==> config.mk <==
export PLATFORM = sky130hd
export DESIGN_NAME = lcd_timing_gen
export DESIGN_NICKNAME = d
export VERILOG_FILES = /design/src/rtl/lcdt_pkg.sv /design/src/rtl/lcdt_regs.sv /design/src/rtl/lcdt_clkdiv.sv /design/src/rtl/lcdt_scan.sv /design/src/rtl/lcdt_irq.sv /design/src/rtl/lcd_timing_gen.sv
export SDC_FILE = /design/constraint.sdc
export NUM_CORES = 1
export LEC_CHECK = 0
export BUFFER_PORTS_ARGS = -buffer_cell sky130_fd_sc_hd__buf_4
export CAP_MARGIN = 10
export CORE_MARGIN = 1
export CORE_UTILIZATION = 30
export CTS_CLUSTER_DIAMETER = 40
export CTS_CLUSTER_SIZE = 20
export DETAILED_ROUTE_END_ITERATION = 7
export PLACE_DENSITY = 0.45
export REMOVE_ABC_BUFFERS = 1
export SLEW_MARGIN = 20
export SYNTH_ARGS = -nofsm -noshare
export SYNTH_HDL_FRONTEND = slang
export SYNTH_HIERARCHICAL = 1
export SYNTH_SLANG_ARGS = --single-unit
==> constraint.sdc <==
create_clock -name clk -period 3.7 [get_ports clk]
set_input_delay 0.37 -clock clk [delete_from_list [all_inputs] [get_ports clk]]
set_output_delay 0.37 -clock clk [all_outputs]
set_load 0.02 [all_outputs]
==> src/rtl/lcdt_pkg.sv <==
package lcdt_pkg;

    typedef enum logic [1:0] {
        PH_SYNC  = 2'd0,
        PH_BACK  = 2'd1,
        PH_ACT   = 2'd2,
        PH_FRONT = 2'd3
    } phase_e;

    localparam int unsigned REG_HTIM = 0;
    localparam int unsigned REG_VTIM = 1;
    localparam int unsigned REG_SIZE = 2;
    localparam int unsigned REG_CTRL = 3;
    localparam int unsigned REG_POL  = 4;
    localparam int unsigned REG_IRQ  = 5;

    // Phase order within a line and within a frame
    function automatic phase_e next_phase(phase_e ph);
        case (ph)
            PH_SYNC:  return PH_BACK;
            PH_BACK:  return PH_ACT;
            PH_ACT:   return PH_FRONT;
            default:  return PH_SYNC;
        endcase
    endfunction

endpackage

==> src/rtl/lcdt_regs.sv <==
module lcdt_regs #(
    parameter int DATA_W  = 32,
    parameter int ADDR_W  = 3,
    parameter int CNT_W   = 11,
    parameter int PORCH_W = 8,
    parameter int DIV_W   = 8
) (
    input  logic               clk,
    input  logic               rst_n,
    input  logic               wr_en,
    input  logic [ADDR_W-1:0]  wr_addr,
    input  logic [DATA_W-1:0]  wr_data,
    input  logic               frame_wrap,
    output logic [PORCH_W-1:0] hsw_m1,
    output logic [PORCH_W-1:0] hbp_m1,
    output logic [PORCH_W-1:0] hfp_m1,
    output logic [PORCH_W-1:0] vsw_m1,
    output logic [PORCH_W-1:0] vbp_m1,
    output logic [PORCH_W-1:0] vfp_m1,
    output logic [CNT_W-1:0]   width_m1,
    output logic [CNT_W-1:0]   height_m1,
    output logic [2:0]         pol,
    output logic               irq_en,
    output logic               irq_clr,
    output logic               run,
    output logic               div_sel,
    output logic [DIV_W-1:0]   div_m1
);
    import lcdt_pkg::*;

    localparam int HBP_LSB = 8;
    localparam int HFP_LSB = 16;
    localparam int HGT_LSB = 16;
    localparam int DIV_LSB = 8;

    typedef struct packed {
        logic [PORCH_W-1:0] hsw, hbp, hfp, vsw, vbp, vfp;
        logic [CNT_W-1:0]   wid, hgt;
        logic [2:0]         pol;
        logic               irq_en;
        logic [DIV_W-1:0]   p_div;
        logic               p_sel, p_en, p_en_f;
        logic [DIV_W-1:0]   a_div;
        logic               a_sel, a_en, a_en_f;
    } regs_t;

    regs_t q, d;
    logic  run_q;

    assign run_q = q.a_en & q.a_en_f;

    always_comb begin
        d       = q;
        irq_clr = 1'b0;
        if (wr_en) begin
            case (wr_addr)
                ADDR_W'(REG_HTIM): begin
                    d.hsw = wr_data[0 +: PORCH_W];
                    d.hbp = wr_data[HBP_LSB +: PORCH_W];
                    d.hfp = wr_data[HFP_LSB +: PORCH_W];
                end
                ADDR_W'(REG_VTIM): begin
                    d.vsw = wr_data[0 +: PORCH_W];
                    d.vbp = wr_data[HBP_LSB +: PORCH_W];
                    d.vfp = wr_data[HFP_LSB +: PORCH_W];
                end
                ADDR_W'(REG_SIZE): begin
                    d.wid = wr_data[0 +: CNT_W];
                    d.hgt = wr_data[HGT_LSB +: CNT_W];
                end
                ADDR_W'(REG_CTRL): begin
                    d.p_en   = wr_data[0];
                    d.p_en_f = wr_data[1];
                    d.p_sel  = wr_data[2];
                    d.p_div  = wr_data[DIV_LSB +: DIV_W];
                end
                ADDR_W'(REG_POL): begin
                    d.pol = wr_data[2:0];
                end
                ADDR_W'(REG_IRQ): begin
                    d.irq_en = wr_data[0];
                    irq_clr  = wr_data[1];
                end
                default: ;
            endcase
        end
        // Working copy follows the pending copy when stopped or at frame end
        if (!run_q || frame_wrap) begin
            d.a_div  = q.p_div;
            d.a_sel  = q.p_sel;
            d.a_en   = q.p_en;
            d.a_en_f = q.p_en_f;
        end
    end

    always_ff @(posedge clk or negedge rst_n) begin
        if (!rst_n) q <= '0;
        else        q <= d;
    end

    assign hsw_m1    = q.hsw;
    assign hbp_m1    = q.hbp;
    assign hfp_m1    = q.hfp;
    assign vsw_m1    = q.vsw;
    assign vbp_m1    = q.vbp;
    assign vfp_m1    = q.vfp;
    assign width_m1  = q.wid;
    assign height_m1 = q.hgt;
    assign pol       = q.pol;
    assign irq_en    = q.irq_en;
    assign run       = run_q;
    assign div_sel   = q.a_sel;
    assign div_m1    = q.a_div;

    logic unused_wr_bits;
    assign unused_wr_bits = ^wr_data;

    // while running, the working control copy only moves at a frame end
    a_r8_shadow_hold: assert property (@(posedge clk) disable iff (!rst_n)
        (run_q && !frame_wrap) |=> ($stable(q.a_div) && $stable(q.a_sel) &&
                                    $stable(q.a_en) && $stable(q.a_en_f)));

endmodule

==> src/rtl/lcdt_clkdiv.sv <==
module lcdt_clkdiv #(
    parameter int DIV_W = 8
) (
    input  logic             clk,
    input  logic             rst_n,
    input  logic             run,
    input  logic             div_sel,
    input  logic [DIV_W-1:0] div_m1,
    output logic             tick
);
    logic [DIV_W-1:0] cnt_q, cnt_d;

    always_comb begin
        cnt_d = cnt_q;
        tick  = 1'b0;
        if (!run) begin
            cnt_d = '0;
        end else if (!div_sel) begin
            cnt_d = '0;
            tick  = 1'b1;
        end else if (cnt_q >= div_m1) begin
            cnt_d = '0;
            tick  = 1'b1;
        end else begin
            cnt_d = cnt_q + 1'b1;
        end
    end

    always_ff @(posedge clk or negedge rst_n) begin
        if (!rst_n) cnt_q <= '0;
        else        cnt_q <= cnt_d;
    end

    // the divide counter never exceeds the programmed divider
    a_r6_cnt_range: assert property (@(posedge clk) disable iff (!rst_n)
        (run && div_sel) |-> (cnt_q <= div_m1));

endmodule

==> src/rtl/lcdt_scan.sv <==
module lcdt_scan #(
    parameter int CNT_W   = 11,
    parameter int PORCH_W = 8
) (
    input  logic               clk,
    input  logic               rst_n,
    input  logic               run,
    input  logic               tick,
    input  logic [PORCH_W-1:0] hsw_m1,
    input  logic [PORCH_W-1:0] hbp_m1,
    input  logic [PORCH_W-1:0] hfp_m1,
    input  logic [PORCH_W-1:0] vsw_m1,
    input  logic [PORCH_W-1:0] vbp_m1,
    input  logic [PORCH_W-1:0] vfp_m1,
    input  logic [CNT_W-1:0]   width_m1,
    input  logic [CNT_W-1:0]   height_m1,
    input  logic [2:0]         pol,
    output logic               hsync_o,
    output logic               vsync_o,
    output logic               de_o,
    output logic [CNT_W-1:0]   x_o,
    output logic [CNT_W-1:0]   y_o,
    output logic               frame_wrap,
    output logic               frame_start
);
    import lcdt_pkg::*;

    typedef struct packed {
        phase_e           hph;
        logic [CNT_W-1:0] hcnt;
        phase_e           vph;
        logic [CNT_W-1:0] vcnt;
    } scan_t;

    scan_t q, d;
    logic [CNT_W-1:0] hlen, vlen;
    logic h_last, v_last, line_end, frame_end;
    logic hs_act, vs_act, de_act;

    function automatic logic [CNT_W-1:0] seg_len(phase_e ph,
            logic [PORCH_W-1:0] sw, logic [PORCH_W-1:0] bp,
            logic [PORCH_W-1:0] fp, logic [CNT_W-1:0] act);
        case (ph)
            PH_SYNC: return CNT_W'(sw);
            PH_BACK: return CNT_W'(bp);
            PH_ACT:  return act;
            default: return CNT_W'(fp);
        endcase
    endfunction

    always_comb begin
        hlen      = seg_len(q.hph, hsw_m1, hbp_m1, hfp_m1, width_m1);
        vlen      = seg_len(q.vph, vsw_m1, vbp_m1, vfp_m1, height_m1);
        h_last    = (q.hcnt >= hlen);
        v_last    = (q.vcnt >= vlen);
        line_end  = h_last && (q.hph == PH_FRONT);
        frame_end = line_end && v_last && (q.vph == PH_FRONT);

        d = q;
        if (!run) begin
            d.hph  = PH_SYNC;
            d.hcnt = '0;
            d.vph  = PH_SYNC;
            d.vcnt = '0;
        end else if (tick) begin
            if (h_last) begin
                d.hcnt = '0;
                d.hph  = next_phase(q.hph);
                if (line_end) begin
                    if (v_last) begin
                        d.vcnt = '0;
                        d.vph  = next_phase(q.vph);
                    end else begin
                        d.vcnt = q.vcnt + 1'b1;
                    end
                end
            end else begin
                d.hcnt = q.hcnt + 1'b1;
            end
        end

        frame_wrap  = run && tick && frame_end;
        frame_start = run && tick && (q.hph == PH_SYNC) && (q.hcnt == '0) &&
                      (q.vph == PH_SYNC) && (q.vcnt == '0);

        hs_act = run && (q.hph == PH_SYNC);
        vs_act = run && (q.vph == PH_SYNC);
        de_act = run && (q.hph == PH_ACT) && (q.vph == PH_ACT);
    end

    always_ff @(posedge clk or negedge rst_n) begin
        if (!rst_n) begin
            q.hph  <= PH_SYNC;
            q.hcnt <= '0;
            q.vph  <= PH_SYNC;
            q.vcnt <= '0;
        end else begin
            q <= d;
        end
    end

    assign hsync_o = hs_act ^ pol[0];
    assign vsync_o = vs_act ^ pol[1];
    assign de_o    = de_act ^ pol[2];
    assign x_o     = de_act ? q.hcnt : '0;
    assign y_o     = de_act ? q.vcnt : '0;

    // after a frame end the raster sits at its origin
    a_r4_origin_after_wrap: assert property (@(posedge clk) disable iff (!rst_n)
        frame_wrap |=> (q.hph == PH_SYNC && q.hcnt == '0 &&
                        q.vph == PH_SYNC && q.vcnt == '0));

    // visible coordinates stay inside the programmed size
    a_r5_de_in_range: assert property (@(posedge clk) disable iff (!rst_n)
        de_act |-> (x_o <= width_m1 && y_o <= height_m1));

endmodule

==> src/rtl/lcdt_irq.sv <==
module lcdt_irq (
    input  logic clk,
    input  logic rst_n,
    input  logic frame_start,
    input  logic irq_en,
    input  logic irq_clr,
    output logic irq_o
);
    logic pend_q, pend_d, set_ev;

    always_comb begin
        set_ev = frame_start && irq_en;
        pend_d = pend_q;
        if (set_ev)       pend_d = 1'b1;
        else if (irq_clr) pend_d = 1'b0;
    end

    always_ff @(posedge clk or negedge rst_n) begin
        if (!rst_n) pend_q <= 1'b0;
        else        pend_q <= pend_d;
    end

    assign irq_o = pend_q & irq_en;

    // a vsync start with the enable set leaves the flag pending
    a_r10_set: assert property (@(posedge clk) disable iff (!rst_n)
        (frame_start && irq_en) |=> pend_q);

    // a clear write without a coincident set drops the flag
    a_r10_clear: assert property (@(posedge clk) disable iff (!rst_n)
        (irq_clr && !(frame_start && irq_en)) |=> !pend_q);

endmodule

==> src/rtl/lcd_timing_gen.sv <==
module lcd_timing_gen #(
    parameter int DATA_W  = 32,
    parameter int ADDR_W  = 3,
    parameter int CNT_W   = 11,
    parameter int PORCH_W = 8,
    parameter int DIV_W   = 8
) (
    input  logic              clk,
    input  logic              rst_n,
    input  logic              wr_en,
    input  logic [ADDR_W-1:0] wr_addr,
    input  logic [DATA_W-1:0] wr_data,
    output logic              hsync_o,
    output logic              vsync_o,
    output logic              de_o,
    output logic [CNT_W-1:0]  x_o,
    output logic [CNT_W-1:0]  y_o,
    output logic              irq_o
);
    logic [PORCH_W-1:0] hsw_m1, hbp_m1, hfp_m1, vsw_m1, vbp_m1, vfp_m1;
    logic [CNT_W-1:0]   width_m1, height_m1;
    logic [2:0]         pol;
    logic               irq_en, irq_clr, run, div_sel, tick;
    logic [DIV_W-1:0]   div_m1;
    logic               frame_wrap, frame_start;

    lcdt_regs #(
        .DATA_W(DATA_W), .ADDR_W(ADDR_W), .CNT_W(CNT_W),
        .PORCH_W(PORCH_W), .DIV_W(DIV_W)
    ) u_regs (
        .clk(clk), .rst_n(rst_n), .wr_en(wr_en), .wr_addr(wr_addr),
        .wr_data(wr_data), .frame_wrap(frame_wrap),
        .hsw_m1(hsw_m1), .hbp_m1(hbp_m1), .hfp_m1(hfp_m1),
        .vsw_m1(vsw_m1), .vbp_m1(vbp_m1), .vfp_m1(vfp_m1),
        .width_m1(width_m1), .height_m1(height_m1), .pol(pol),
        .irq_en(irq_en), .irq_clr(irq_clr), .run(run),
        .div_sel(div_sel), .div_m1(div_m1)
    );

    lcdt_clkdiv #(.DIV_W(DIV_W)) u_div (
        .clk(clk), .rst_n(rst_n), .run(run), .div_sel(div_sel),
        .div_m1(div_m1), .tick(tick)
    );

    lcdt_scan #(.CNT_W(CNT_W), .PORCH_W(PORCH_W)) u_scan (
        .clk(clk), .rst_n(rst_n), .run(run), .tick(tick),
        .hsw_m1(hsw_m1), .hbp_m1(hbp_m1), .hfp_m1(hfp_m1),
        .vsw_m1(vsw_m1), .vbp_m1(vbp_m1), .vfp_m1(vfp_m1),
        .width_m1(width_m1), .height_m1(height_m1), .pol(pol),
        .hsync_o(hsync_o), .vsync_o(vsync_o), .de_o(de_o),
        .x_o(x_o), .y_o(y_o),
        .frame_wrap(frame_wrap), .frame_start(frame_start)
    );

    lcdt_irq u_irq (
        .clk(clk), .rst_n(rst_n), .frame_start(frame_start),
        .irq_en(irq_en), .irq_clr(irq_clr), .irq_o(irq_o)
    );

endmodule

== After elaboration in Yosys (flattened, before gate mapping) ==
Cells that the tools add are included.

* Bits in registers: 131
* Bits of input ports: 38
* Output and inout port bits: 26
* Word-level logic and storage cells: 105

* Add/subtract/negate cells: 3
* Magnitude comparators: 3
* Equal/unequal tests: 15
* Multiplexer cells: 24
* Bitwise gates (word level): 5
* Reduce and logical (&&, ||, !) cells: 31

{| class="wikitable"
|+ Operators with widths
! operator !! count
|-
| 11-bit one-hot mux with 3 select lines || 2
|-
| 26-bit two-way mux || 2
|-
| 11-bit two-way mux || 4
|-
| 13-bit two-way mux || 2
|-
| 8-bit two-way mux || 3
|-
| 11-bit by 1-bit adder with 11-bit output (second input constant) || 2
|-
| 11-bit >= comparator || 2
|-
| 11-bit zero test || 2
|-
| 1-bit logical AND || 14
|-
| 2-bit AND reduction || 7
|-
| 2-bit one-hot mux with 3 select lines || 2
|-
| 8-bit by 1-bit adder with 8-bit output (second input constant) || 1
|-
| 2-bit equality test (second input constant) || 4
|-
| 8-bit >= comparator || 1
|-
| 2-bit by 1-bit != test with 1-bit output (second input constant) || 4
|-
| 1-bit two-way mux || 7
|-
| 3-bit by 2-bit equality test with 1-bit output (second input constant) || 2
|-
| 3-bit equality test (second input constant) || 2
|-
| 2-bit by 1-bit equality test with 1-bit output (second input constant) || 2
|-
| 2-bit zero test || 2
|-
| 2-bit two-way mux || 2
|-
| 4-bit AND reduction || 1
|-
| 3-bit by 1-bit equality test with 1-bit output (second input constant) || 1
|-
| 3-bit zero test || 1
|-
| 6 further kinds || 9
|}

== Longest topological paths before layout ==
Gate-level depths: netlist of the first run.

* Word-level depth: 11
* Mapped depth: 17
* Depth with buffers taken out: 14

== By module ==
The synthesis of the first run kept the hierarchy.

{| class="wikitable"
|+ By module, submodules not included
! module !! times used !! cells an instance !! area an instance (sq um) !! sequential area each (sq um)
|-
| lcdt_regs || 1 || 292 || 4261.6 || 2402.3
|-
| lcdt_scan || 1 || 324 || 2697.6 || 650.6
|-
| lcdt_clkdiv || 1 || 61 || 564.3 || 200.2
|-
| lcdt_irq || 1 || 5 || 48.8 || 25.0
|}

== Least setup slack after synthesis of the first run ==
OpenSTA, ideal clock, no wires.

* Path kind: flip-flop to flip-flop
* From: register u_scan/q[11] (netlist name)
* To: register u_regs.q, in the netlist u_regs/div_m1[0]
* Setup time: 125 ps
* Arrival time: 3166 ps
* Required time: 3575 ps
* Slack: 409 ps
* Stages on the path, launching flop included: 18
* Buffers on the path: 3
* Clock period less this slack: 3291 ps
* Path through: dfrtp_1 inv_1 ha_1 clkbuf_1 a222oi_1 nand2_1 o21ai_0 ha_1 a21oi_1 a21oi_1 a2111o_1 buf_6 nor2_8 nor2b_4 and3_1 nand3b_1 buf_2 mux2_2

* Longest elaborated chain between the ends: 7
* Elaborated cells on any way between the ends: 10
* Those cells by class: 1 x order compare; 3 x eq/ne; 1 x mux; 5 x reduce/logical

{| class="wikitable"
|+ RTL lines
! element !! RTL line !! RTL
|-
| start, declared || lcdt_scan.sv:35 || <nowiki>scan_t q, d;</nowiki>
|-
| 2-bit equality test (tied with other cells) || lcdt_scan.sv:43 || <nowiki>case (ph)</nowiki>
|-
| 11-bit one-hot mux with 3 select lines || lcdt_scan.sv:43 ||
|-
| 11-bit >= comparator || lcdt_scan.sv:55 || <nowiki>v_last = (q.vcnt >= vlen);</nowiki>
|-
| 1-bit logical AND || lcdt_scan.sv:57 || <nowiki>frame_end = line_end && v_last && (q.vph == PH_FRONT);</nowiki>
|-
| 1-bit logical AND (*) || lcdt_scan.sv:57 ||
|-
| 1-bit logical AND (*) || lcdt_scan.sv:82 || <nowiki>frame_wrap = run && tick && frame_end;</nowiki>
|-
| via frame_wrap || lcd_timing_gen.sv:25 || <nowiki>logic frame_wrap, frame_start;</nowiki>
|-
| 1-bit logical OR (*) || lcdt_regs.sv:88 || <nowiki>if (!run_q || frame_wrap) begin</nowiki>
|-
| end signal, assigned || lcdt_regs.sv:97 || <nowiki>if (!rst_n) q <= '0;</nowiki>
|-
| end signal, assigned || lcdt_regs.sv:98 || <nowiki>else q <= d;</nowiki>
|-
| end, declared || lcdt_regs.sv:47 || <nowiki>regs_t q, d;</nowiki>
|}

The timed path passes the listed nets; every way through them passes the cells marked *.
A chain may end at the register's enable or synchronous reset.

== Worst setup path after layout of the first run ==
* From: register u_scan/q[25] (netlist name)
* To: register u_regs.q, in the netlist u_regs/div_m1[4]

* Longest elaborated chain between the ends: 8
* Elaborated cells on any way between the ends: 11
* Those cells by class: 1 x order compare; 3 x eq/ne; 1 x mux; 6 x reduce/logical

{| class="wikitable"
|+ RTL lines
! element !! RTL line !! RTL
|-
| 2-bit equality test (tied with other cells) || lcdt_scan.sv:43 ||
|-
| 11-bit one-hot mux with 3 select lines || lcdt_scan.sv:43 ||
|-
| 11-bit >= comparator || lcdt_scan.sv:54 || <nowiki>h_last = (q.hcnt >= hlen);</nowiki>
|-
| 1-bit logical AND (*) || lcdt_scan.sv:56 || <nowiki>line_end = h_last && (q.hph == PH_FRONT);</nowiki>
|-
| 1-bit logical AND (*) (2 in series) || lcdt_scan.sv:57 ||
|-
| 1-bit logical AND (*) || lcdt_scan.sv:82 ||
|-
| via frame_wrap || lcd_timing_gen.sv:25 ||
|-
| 1-bit logical OR (*) || lcdt_regs.sv:88 ||
|}

Marks and branches as above.

==> results by group, run 1 <==
Outcome
  – Status: complete, no violations

Critical path
  – Worst setup SP type: register
  – Critical setup path kind: reg2reg
  – Path depth of the worst reg2reg path: 15
  – CP Data Arrival Time: between 3000 and 4000 ps
  – Crit end category: register
  – Critical path peak fanout: 11
  – Worst EP required: 4000 ps

Detailed routing
  – Top sig layer: met4
  – DRT Wirelength: approximately 18000 um
  – DRT iter0 DRCs: between 200 and 300
  – Initial DRT Pass Iterations: 5
  – Drt via density: 4.85
  – WL per Instance: about 17 um
  – Post-route DRC: 0
  – Final ANT Viol Nets: 0
  – Routed met3 length: 645 um
  – M1 wire length: 8450 um
  – Routed via count: 4911
  – DR WL met2: 8340 um

Floorplanning
  – Die X: 161 um
  – Core box area: roughly 25000 um2
  – Site Rows: 57
  – Initial Util: 30.9%
  – Die Y: 161 um
  – Full die area: between 20000 and 30000 um2
  – I/O pin total: 64

Power and ir drop
  – Leakage: 0.00383 uW
  – Total power: 4980 uW
  – VDD IR max: roughly 0.29 mV
  – Power Density: 586 nW/um2

Run
  – MaxCap Viol Count: 0

Global route
  – Number of global-route vias before repair: just over 5000
  – Total GRT Usage: 14.4%
  – Initial antenna violation count: 0
  – Pin count of the biggest net entering global routing: 71
  – Grt ovf: 0
  – First-pass GRT wire length: about 28000 um

Timing
  – Setup ws final: 153 ps
  – Max Clk Rate: 282 MHz
  – Min Clock Period, post-route: between 3000 and 4000 ps
  – Unrepaired setup endpoints after global routing: no
  – Relative slew slack: around 43%
  – Share of the clock period used by the worst path: 95.9%
  – Skew final: 11.4 ps
  – Worst-Margin Slew: 854 ps
  – Setup TNS: 0 ps
  – Fin Hold WS: 43.5 ps
  – Max-slew violations: 0
  – Final hold vios: 0
  – Setup Viol. Count Final: 0

Clock network
  – Clock sinks: 131
  – Num CTS Buffers: 17
  – Clk slew on worst S/H paths: 70 ps
  – Skew-Pair Late Insertion Delay: 420 ps
  – Bufs on Longest Clock Path: 2
  – H-tree depth: 4
  – Root buf cell: clkbuf_16
  – CTS tree: built
  – Post-CTS Hold Buffers: 0

Final layout
  – Reg area: ~3300 um2
  – Area grow syn2layout: 12.1%
  – Area of the multi-input gates: 3470 um2
  – Share of post-route cells with drive strength above 1: 32.6%
  – Final core utilization: 34.6%
  – # diodes: 0
  – Filler cells: 2494
  – Net count reported at finish: 758

Yosys
  – Post-synthesis mux area share: 14.5%
  – EDFF count, synth: 0
  – Top FF cell, synth: dfrtp_1
  – Main combinational cell family by area after synthesis: multiplexers
  – Yosys warning count: 6
  – Synth Area in Compound Gates: 8.59%
  – Async S/R FF share, synth: 100%
  – Post-Synth XOR/XNOR Area: approximately 1.9%
  – Post-Syn Area: roughly 7600 um2
  – Synth Register Bits: 131
  – Post-synthesis simple-gate area fraction: 13.2%
  – Sequential-to-total area share from yosys stat: 43.3%
  – Syn Area/Cell: about 11 um2
  – Post-synthesis adder-cell area fraction: under 10%
  – Netlist cell types: 58
  – Synthesized instance count: 682

Place
  – Gpl congestion: slightly below 0.8
  – Dpl hpwl: 12600 um
  – Pre-CTS setup slack: 92.6 ps
  – Port bufs: 58

Worst hold path
  – Worst Hold Class: in2async
## metal layers
| metal | GRT usage, % | up-vias |
|---|---|---|
| li1 | - | 2330 |
| met1 | 19.3 | 2471 |
| met2 | 23.6 | 102 |
| met3 | 3.10 | 8 |
| met4 | 3.52 | 0 |
| met5 | 0 | - |
## what timing repair did
| item | CTS | global route |
|---|---|---|
| buffers inserted | 0 | 1 |
| endpoints found under the setup margin | 0 | 9 |
| gates resized for setup | 0 | 3 |
## cells in the mapped netlist (all sizes together) (2+ instances only)
cell | count | area share, %
a211oi | 2 | 0.20
a21boi | 4 | 0.40
a21oi | 19 | 1.4
a222oi | 16 | 2.1
and2 | 26 | 2.2
and3 | 12 | 0.99
and4bb | 2 | 0.33
buf | 92 | 9.4
clkbuf | 13 | 0.64
dfrtp | 131 | 43
ha | 45 | 7.4
inv | 23 | 1.1
mux2 | 94 | 14
mux2i | 4 | 0.53
nand2 | 53 | 2.7
nand2b | 8 | 0.76
nand3 | 12 | 0.79
nand3b | 9 | 0.89
nand4 | 6 | 0.50
nand4b | 4 | 0.46
nor2 | 26 | 1.5
nor2b | 2 | 0.26
nor3 | 5 | 0.48
nor4 | 4 | 0.33
nor4b | 2 | 0.43
o21a | 5 | 0.51
o21ai | 20 | 1.4
o22ai | 7 | 0.58
o31a | 6 | 0.69
or3 | 2 | 0.17
or4 | 2 | 0.20
xnor2 | 5 | 0.58
xor2 | 11 | 1.3
## where the power goes
part,internal [uW],switching [uW]
Clock,1100,713
Combinational,593,682
Sequential,1730,169
## metrics by stage
step / area [um2] / instances
3_5_place_dp: 7850 / 979
6_report: 8490 / 1012
2_1_floorplan: 6810 / 577
4_1_cts: 8480 / 1011
5_1_grt: 8490 / 1012
3_3_place_gp: 7850 / 979
## sequential cells by signal, summed over array words and instances (netlist names)
signal / cells
u_regs/q: 13
u_regs/hfp_m1: 8
u_regs/vfp_m1: 8
u_scan/q: 26
u_regs/hsw_m1: 8
u_regs/hbp_m1: 8
u_div/cnt_q: 8
u_regs/height_m1: 11
u_regs/pol: 3
u_regs/irq_en: 1
u_regs/vbp_m1: 8
u_regs/width_m1: 11
u_irq/pend_q: 1
u_regs/div_sel: 1
u_regs/vsw_m1: 8
u_regs/div_m1: 8
## critical path: stages, from the launching register on
cell and delay [ps]:
dfrtp_1 430, inv_1 90, ha_1 460, a222oi_1 180, nand2_1 90, o21ai_0 280
ha_1 440, nand4_1 100, nor2_1 130, a21oi_2 90, a21oi_2 160, nor2b_4 190
and3_1 160, nand3b_1 150, buf_12 150, mux2_2 330
## layout by cell type, fill, tap and decap left out, drive strengths merged, types with 5 or more instances in the layout
cell,instances
a21oi,19
a222oi,16
and2,26
and3,12
buf,79
clkbuf,17
dfrtp,131
ha,45
inv,34
mux2,94
nand2,53
nand2b,8
nand3,12
nand3b,9
nand4,6
nor2,26
nor3,5
o21a,5
o21ai,20
o22ai,7
o31a,6
xnor2,5
xor2,11
## cell families after synthesis
family / Yosys count
AOI/OAI and AO/OA: 87
xor gates and xnor gates: 16
adders and majority gates: 45
buffers and inverters: 128
DFF: 131
muxes: 98
and+or+nand+nor: 177
## path summary, 6_finish.rpt
check	start	end	slack [ps]
max	u_scan/q[25]	u_regs/div_m1[4]	150
min	rst_n	u_regs/hfp_m1[6]	40
max reg2reg	u_scan/q[25]	u_regs/div_m1[4]	150
min reg2reg	u_regs/q[12]	u_regs/q[1]	470
max in group asynchronous	rst_n	u_regs/q[15]	2790
min in group clk	wr_data[26]	u_regs/height_m1[10]	190
## cell type report
type | instances | share of cell area [%]
Tap cell | 324 | 4.77
Clock buffer | 17 | 5.01
Multi-Input combinational cell | 423 | 40.9
Timing Repair Buffer | 79 | 7.28
Clock inverter | 15 | 2.43
Sequential cell | 131 | 38.6
Inverter | 23 | 1.02
Power figures use the tool's default switching activity.
==> run 2: changes to the inputs <==
- clock period: 3.7 -> 3.45 ns (I/O delays scaled with it)
==> results by group, run 2 (synthesis gave the netlist of run 1 again) <==
Outcome
  – Status: complete, no violations

Floorplanning
  – Initial Util: 30.9% (unchanged)
  – Core box area: 24500 um2 (unchanged)
  – Die X: 161 um (unchanged)
  – I/O pin total: 64 (unchanged)
  – Full die area: 25900 um2 (unchanged)
  – Die Y: 161 um (unchanged)
  – Site Rows: 57 (unchanged)

Global route
  – First-pass GRT wire length: 28600 um (+0.53%)
  – Initial antenna violation count: 0 (unchanged)
  – Pin count of the biggest net entering global routing: 56 (-21%)
  – Number of global-route vias before repair: 5056 (-0.28%)
  – Total GRT Usage: 14.5% (+0.12 points)
  – Grt ovf: 0 (unchanged)

Critical path
  – CP Data Arrival Time: 3680 ps (-170 ps)
  – Crit end category: register
  – Critical path peak fanout: 8 (-3)
  – Critical setup path kind: reg2reg
  – Worst R2R Setup Slack: 70 ps (-80 ps)
  – Worst EP required: 3750 ps (-250 ps)
  – Worst setup SP type: register

Detailed routing
  – Routed via count: 5002 (+1.9%)
  – WL per Instance: 17.2 um (-0.94%)
  – Post-route DRC: 0 (unchanged)
  – Drt via density: 4.85 (about the same)
  – DRT Wirelength: 17700 um (+0.92%)
  – DRT iter0 DRCs: 282 (-3.8%)
  – Initial DRT Pass Iterations: 7 (+2)
  – Final ANT Viol Nets: 0 (unchanged)

Timing
  – Max Clk Rate: 296 MHz (+5.0%)
  – Max-slew violations: 0 (unchanged)
  – Worst-Margin Slew: 742 ps (-112 ps)
  – Share of the clock period used by the worst path: 97.9% (+2.0 points)
  – Final hold vios: 0 (unchanged)
  – Setup ws final: 73.8 ps (-79.6 ps)
  – Unrepaired setup endpoints after global routing: yes
  – Relative slew slack: 50.5% (+7.4 points)
  – Skew final: 9.22 ps (-2.19 ps)
  – Min Clock Period, post-route: 3380 ps (-170 ps)
  – Setup Viol. Count Final: 0 (unchanged)
  – Fin Hold WS: 156 ps (+112 ps)

Power and ir drop
  – Power Density: 601 nW/um2 (+2.4%)
  – Leakage: 0.00391 uW (+2.1%)
  – VDD IR max: 0.325 mV (+13%)

Clock network
  – Num CTS Buffers: 17 (unchanged)
  – Root buf cell: clkbuf_16
  – H-tree depth: 4 (unchanged)
  – CTS tree: built
  – Bufs on Longest Clock Path: 2 (unchanged)
  – Skew-Pair Late Insertion Delay: 430 ps (about the same)
  – Clock sinks: 131 (unchanged)
  – Clk slew on worst S/H paths: 60 ps (about the same)

Final layout
  – Largest regs: u_scan/q: 26 flops, u_regs/q: 13 flops
  – Filler cells: 2487 (-0.28%)
  – Net count reported at finish: 777 (+2.5%)
  – Largest register FFs: 26 (unchanged)
  – # diodes: 0 (unchanged)
  – Commonest cells after routing, fill and taps aside: dfrtp_1, mux2_2, buf_4, nand2_1, ha_1
  – Cell area after layout: 8660 um2 (+2.0%)
  – Top reg by flops: u_scan/q
  – Share of post-route cells with drive strength above 1: 35.6% (+3.1 points)
  – Commonest non-fill, non-tap cell in the layout: dfrtp_1
  – Area grow syn2layout: 14.4%

Worst hold path
  – Worst Hold Class: in2reg

Place
  – Dpl cell area: 7930 um2 (+1.0%)
  – Dpl hpwl: 12800 um (+1.8%)
  – Pre-CTS setup slack: -228 ps (-320 ps)
  – Gpl congestion: 0.797 (+2.1%)
  – Port bufs: 58 (unchanged)

Run
  – MaxCap Viol Count: 0 (unchanged)
==> run 2: repair_timing <==
item                                    4_1_cts  5_1_grt
hold endpoints to repair                     41        0
setup buffers                                 3        7
resized for setup                             3       18
pin swaps                                     1       11
endpoints found under the setup margin        9        9
hold buffers                                  1        0
==> run 2: worst paths after layout <==
check / start / endpoint / cells after the start
setup / recovery: u_scan/q[11] / u_regs/div_m1[5] / 15
hold / removal: wr_data[26] / u_regs/height_m1[10] / 2
setup reg to reg: u_scan/q[11] / u_regs/div_m1[5] / 15
hold reg to reg: u_regs/q[11] / u_regs/q[0] / 1
max in group asynchronous: rst_n / u_regs/q[19] / 3
min in group asynchronous: rst_n / u_scan/q[2] / 2
==> run 2: metrics by stage <==
step | power (uW) | TNS, ps | util (%) | cells
2_1_floorplan | 2920 | 0 | - | 577
3_3_place_gp | 3390 | -1480 | 32.3 | 988
3_5_place_dp | 3420 | -1970 | 32.3 | 988
4_1_cts | 5250 | 0 | 34.9 | 1024
5_1_grt | 5530 | -1150 | 35.3 | 1031
6_report | 5200 | 0 | 35.3 | 1031
==> run 2: report_power, final <==
part	leakage, uW	total (uW)	internal (uW)	switching [uW]
Sequential	0.00163	2040	1850	184
Combinational	0.00200	1370	640	727
Clock	0.000284	1800	1030	774
Total	0.00391	5200	3520	1680
==> run 2: layout make-up <==
type,instances,area (um2),area share [%]
clock buffers,17,425,4.91
well taps,324,405,4.68
multi-input cells,423,3520,40.6
inverters,23,86.3,0.997
repair buffers,98,787,9.09
flip-flops and latches,131,3280,37.9
clock inverters,15,160,1.85
==> run 2: critical path, stage by stage (launching register included) <==
cell	delay (ps)
dfrtp_1	420
buf_6	140
ha_4	190
a222oi_1	330
nand2_1	120
o21ai_2	80
ha_1	280
a21oi_2	140
a21oi_1	70
a2111o_1	480
nor2_8	130
nor2b_4	60
and3_4	160
nand3b_1	210
buf_6	170
mux2_2	260
==> run 2: routing by layer <==
| layer | vias up | track usage, % | share of wire (%) |
|---|---|---|---|
| met2 | 95 | 22.8 | 47 |
| met1 | 2520 | 19.9 | 49 |
| met4 | 0 | 4.76 | 1.2 |
| met5 | - | 0 | 0 |
| met3 | 17 | 2.89 | 3.4 |
| li1 | 2370 | - | - |
